**src/rtl/dbg_seq_trig.sv**
```systemverilog
module dbg_seq_trig #(
  parameter int RD_W = 8
) (
  input  logic            clk,
  input  logic            rst_n,
  input  logic            arm_wr,
  input  logic [2:0]      match_in,
  input  logic [3:0]      s1_code,
  input  logic [3:0]      s2_code,
  input  logic [3:0]      s3_code,
  input  logic [1:0]      win_sel,
  output logic [RD_W-1:0] rd_data,
  output logic [1:0]      seq_state,
  output logic            trig_out
);

  localparam logic [1:0] ST_OFF = 2'd0, ST_1 = 2'd1, ST_2 = 2'd2, ST_3 = 2'd3;
  localparam logic [1:0] FLAG_WIN = 2'b11;
  localparam logic [2:0] T_NONE = 3'd0, T_S1 = 3'd1, T_S2 = 3'd2, T_S3 = 3'd3, T_FIN = 3'd4;

  logic [1:0] state;
  logic [2:0] flags;
  logic [2:0] tgt [3];
  logic [2:0] nxt_tgt;

  function automatic logic [8:0] s3_map(input logic [3:0] c);
    case (c)
      4'b0001: s3_map = {T_S2,   T_FIN,  T_NONE};
      4'b0010: s3_map = {T_NONE, T_S1,   T_FIN};
      4'b0011: s3_map = {T_S1,   T_FIN,  T_NONE};
      4'b0100: s3_map = {T_NONE, T_S2,   T_NONE};
      4'b0101: s3_map = {T_NONE, T_FIN,  T_NONE};
      4'b0110: s3_map = {T_S2,   T_NONE, T_FIN};
      4'b0111: s3_map = {T_NONE, T_NONE, T_FIN};
      4'b1010: s3_map = {T_S1,   T_S1,   T_FIN};
      4'b1101: s3_map = {T_FIN,  T_FIN,  T_S1};
      4'b1110: s3_map = {T_FIN,  T_NONE, T_S2};
      default: s3_map = '0;
    endcase
  endfunction

  always_comb begin
    logic [3:0] c12;
    logic [8:0] m3;
    c12 = (state == ST_1) ? s1_code : s2_code;
    m3  = s3_map(s3_code);
    for (int i = 0; i < 3; i++) begin
      if (state == ST_3)
        tgt[i] = m3[3*i +: 3];
      else if ((state == ST_1 || state == ST_2) && c12[1:0] == 2'(i))
        tgt[i] = {1'b0, c12[3:2]} + 3'd1;
      else
        tgt[i] = T_NONE;
    end
    nxt_tgt = T_NONE;
    for (int i = 0; i < 3; i++)
      if (match_in[i] && tgt[i] != T_NONE && nxt_tgt == T_NONE) nxt_tgt = tgt[i];
    for (int i = 0; i < 3; i++)
      if (match_in[i] && tgt[i] == T_FIN) nxt_tgt = T_FIN;
  end

  always_ff @(posedge clk or negedge rst_n) begin
    if (!rst_n) begin
      state    <= ST_OFF;
      flags    <= '0;
      trig_out <= 1'b0;
    end else begin
      trig_out <= 1'b0;
      if (arm_wr) begin
        state <= ST_1;
        flags <= '0;
      end else if (state != ST_OFF) begin
        flags <= flags | match_in;
        case (nxt_tgt)
          T_S1:  state <= ST_1;
          T_S2:  state <= ST_2;
          T_S3:  state <= ST_3;
          T_FIN: begin
            state    <= ST_OFF;
            trig_out <= 1'b1;
          end
          default: ;
        endcase
      end
    end
  end

  assign seq_state = state;
  assign rd_data   = (win_sel == FLAG_WIN) ? {{(RD_W-3){1'b0}}, flags} : '0;


  trig_pulse_chk: assert property (@(posedge clk) disable iff (!rst_n)
    trig_out |=> !trig_out);


  trig_disarm_chk: assert property (@(posedge clk) disable iff (!rst_n)
    trig_out |-> seq_state == ST_OFF);


  arm_clear_chk: assert property (@(posedge clk) disable iff (!rst_n)
    arm_wr |=> (seq_state == ST_1 && rd_data[2:0] == 3'b000 || win_sel != FLAG_WIN));


  idle_hold_chk: assert property (@(posedge clk) disable iff (!rst_n)
    (seq_state == ST_OFF && !arm_wr) |=> (seq_state == ST_OFF && $stable(flags)));


  flag_sticky_chk: assert property (@(posedge clk) disable iff (!rst_n)
    !arm_wr |=> ((flags & $past(flags)) == $past(flags)));


  always_comb
    if (rst_n && win_sel != FLAG_WIN)
      rd_window_chk: assert (rd_data == '0);

endmodule

```
**config.mk**
```make
export PLATFORM = sky130hd
export DESIGN_NAME = dbg_seq_trig
export DESIGN_NICKNAME = d
export VERILOG_FILES = /design/src/rtl/dbg_seq_trig.sv
export SDC_FILE = /design/constraint.sdc
export NUM_CORES = 1
export LEC_CHECK = 0
export BUFFER_PORTS_ARGS = -buffer_cell sky130_fd_sc_hd__buf_4
export CELL_PAD_IN_SITES_DETAIL_PLACEMENT = 0
export CELL_PAD_IN_SITES_GLOBAL_PLACEMENT = 1
export CORE_MARGIN = 2
export CORE_UTILIZATION = 38
export DETAILED_ROUTE_END_ITERATION = 12
export HOLD_SLACK_MARGIN = 0.02
export MAX_ROUTING_LAYER = met4
export PLACE_DENSITY_LB_ADDON = 0.1
export SETUP_SLACK_MARGIN = 0.3
export SYNTH_ARGS = -nofsm -noshare
export SYNTH_HDL_FRONTEND = slang
export SYNTH_SLANG_ARGS = --single-unit
```
**constraint.sdc**
```tcl
create_clock -name clk -period 4 [get_ports clk]
set_input_delay 0.2 -clock clk [delete_from_list [all_inputs] [get_ports clk]]
set_output_delay 0.2 -clock clk [all_outputs]
set_load 0.01 [all_outputs]
```
==> impl_metrics.py <==
metrics = {
    "worst_setup_path": {
        "cp_slowest_cell": "mux2i_1",
        "cp.arrival_ns": 3.13,
        "cp-end-kind": "flop",
        "critPathMaxFanout": 8,
        "slowest_delay_ns": 0.41,
        "cp-start-kind": "flop",
        "cp.required_ns": 4.12,
        "worstPathCellList": "inv_1, ha_1, mux2i_1, inv_1, ha_1, o21ai_0, o21ai_0, a311o_1, and3b_1, a221o_1",
        "critPathKind": "flop to flop",
    },
    "detailed_routing": {
        "num_vias": 970,
        "postRouteAntennaNets": 0,
        "dr.pass1.iters": 5,
        "routed_wl_um": 2430,
        "drt-met1-wl_um": 1080,
        "drt_iter0_drc": 21,
        "dr_wl_met2_um": 1210,
        "via_per_inst": 5.64,
        "route.detailed.drc": 0,
        "highest_layer": "met4",
        "routedWlPerCell_um": 14.1,
        "wl_met3_um": 131,
    },
    "flow_run": {
        "maxCapViolCount": 0,
    },
    "finish": {
        "layout.nets": 172,
        "diodes": 0,
        "drive_above_1_share": 0.282,
        "fill_cells": 240,
        "finalInstanceArea_mm2": 0.00115,
        "area_delta_synth_final_pct": 22.1,
        "seq_area_um2": 150,
        "multiInputGateArea_um2": 709,
    },
    "clock_tree": {
        "cts_buffers": 3,
        "cts_root_buffer": "clkbuf_4",
        "cts.sinks": 6,
        "clock_latency_ns": 0.24,
        "cts_tree": "yes",
        "htreeDepth": 1,
        "ctsResizeCount": 0,
        "cts_max_path_buffers": 2,
        "cts_setup_buffers": 0,
        "clk_pin_slew_ns": 0.04,
    },
    "floorplan": {
        "std_cell_rows": 18,
        "start_util": 0.390,
        "dieArea_mm2": 0.00289,
        "boundaryPins": 31,
        "die_x_um": 53.7,
        "coreArea_mm2": 0.00241,
        "die_y_um": 53.7,
    },
    "logic_synthesis": {
        "ys_types": 46,
        "synth_flop_cell": "dfrtp_1",
        "netlist.area_leader.share": 0.160,
        "synth_edf_count": 0,
        "yosysTopAreaCell": "dfrtp_1",
        "synthMostInstantiatedCell": "o21ai_0",
        "syn_avg_cell_area_um2": 8.03,
        "yosysSeqAreaShare": 0.160,
        "synthCells": 117,
        "synthesis.area_um2": 940,
        "synth_seq_cells": 6,
        "synth_commonest_cells": "o21ai_0, nor2_1, ha_1, inv_1, nand2_1",
        "netlist_top_cells_area": "dfrtp_1, ha_1, o21ai_0",
        "async_flop_share": 1.00,
        "yosysWarningCount": 0,
    },
    "grt": {
        "grt_max_degree": 15,
        "grt_pass1_vias": 827,
        "antenna_found_initial": 0,
        "grt.total_usage": 0.187,
        "grt.overflow.total": 0,
        "grt_first_pass_wirelength_um": 3770,
    },
    "sta": {
        "worst_slack_ns": 0.990,
        "fin_tns_setup_ns": 0,
        "setup_viol": 0,
        "hold_viol": 0,
        "fin_crit_ns": 3.01,
        "rsz0062_at_grt": "false",
        "fmax_ghz": 0.332,
        "drv_slew": 0,
        "skew_ns": 0.000822,
        "fin_crit_sh": 0.753,
    },
    "placed_design": {
        "placed_area_mm2": 0.00111,
        "place_ws_ns": 1.00,
        "place_hpwl_um": 2010,
        "port_buffers": 25,
        "place_congestion": 0.834,
    },
    "power": {
        "p_leak_nw": 0.544,
        "p_per_area_mw_per_mm2": 468,
        "peakVddDrop_mv": 0.285,
        "finalPower_w": 0.000537,
    },
    "status": {
        "outcome": "completed",
    },
    "worst_hold_path": {
        "hp-class": "input port to flop",
    },
}
area by class of cell:
class,instances,area share
multi-input combinational,99,0.618
timing repair buffer,26,0.172
sequential,6,0.131
tap,30,0.0327
inverter,8,0.0262
clock buffer,3,0.0196
layer usage:
metal	GRT usage	vias to the layer above
met5	-	-
met4	0.0214	0
met3	0.0556	2
met1	0.245	472
met2	0.291	25
li1	-	471
power by group:
| group | internal [W] | leakage [nW] | switching (W) |
|---|---|---|---|
| Combinational | 0.000177 | 0.455 | 0.000222 |
| Sequential | 0.0000750 | 0.0750 | 0.00000974 |
| Clock | 0.0000338 | 0.0138 | 0.0000200 |
timing repair:
item,4_1_cts,5_1_grt
hold endpoints to repair,6,0
hold buffers,1,0
setup endpoints to repair,0,0
state kept, by name (all words and copies together) (netlist names):
signal / cells
flags: 3
seq_state: 2
trig_out: 1
critical path, delay by kind of cell, from the launching register on:
family	cells	cell delay (ns)
AND/OR/NAND/NOR	1	0.18
flip-flops	1	0.38
buffers and inverters	2	0.18
adder cells (fa/ha/maj)	2	0.68
AO/OA/AOI/OAI	4	1.06
multiplexers	1	0.41
cell families (layout without fill, tap and decap cells):
group	after synthesis	in the layout	share of synthesized area
simple gates	46	46	0.301
other cells	1	5	0.00399
flops	6	6	0.160
mux	4	4	0.0506
fa+ha+maj	8	8	0.107
compound gates	36	36	0.277
buf+inv	16	37	0.101
per-stage QoR:
step / std cells / hold slack [ns] / utilization
after floorplan: 121 / -0.0956 / -
after global placement: 168 / 0.0111 / 0.463
after detailed placement: 168 / 0.0115 / 0.463
after CTS: 172 / 0.172 / 0.476
after global routing: 172 / 0.171 / 0.476
final: 172 / 0.174 / 0.476
path summary, 6_finish.rpt:
check	startpoint	endpoint	slack, ns	cells after the start
max reg2reg	seq_state[1]	seq_state[0]	0.99	10
max	seq_state[1]	seq_state[0]	0.99	10
max in group asynchronous	rst_n	flags[1]	3.58	2
min in group asynchronous	rst_n	seq_state[0]	0.30	2
min	arm_wr	flags[2]	0.17	2
min reg2reg	flags[2]	flags[2]	0.49	2
layout by cell type, fill, tap and decap left out, types with 2 or more instances in the layout:
master	instances
nor2_1	10
nand2_1	8
o21ai_0	11
o221ai_1	2
mux2_2	2
buf_4	25
a22oi_1	2
nor2b_1	2
o21ba_2	2
nor3b_1	3
nand3_1	2
inv_1	8
a32o_1	2
conb_1	5
and2_1	2
and3b_1	3
dfrtp_1	6
o211ai_1	2
a21oi_1	5
ha_1	8
and3_1	3
clkbuf_4	3
nand3b_1	3
(Power assumes the default switching activity.)
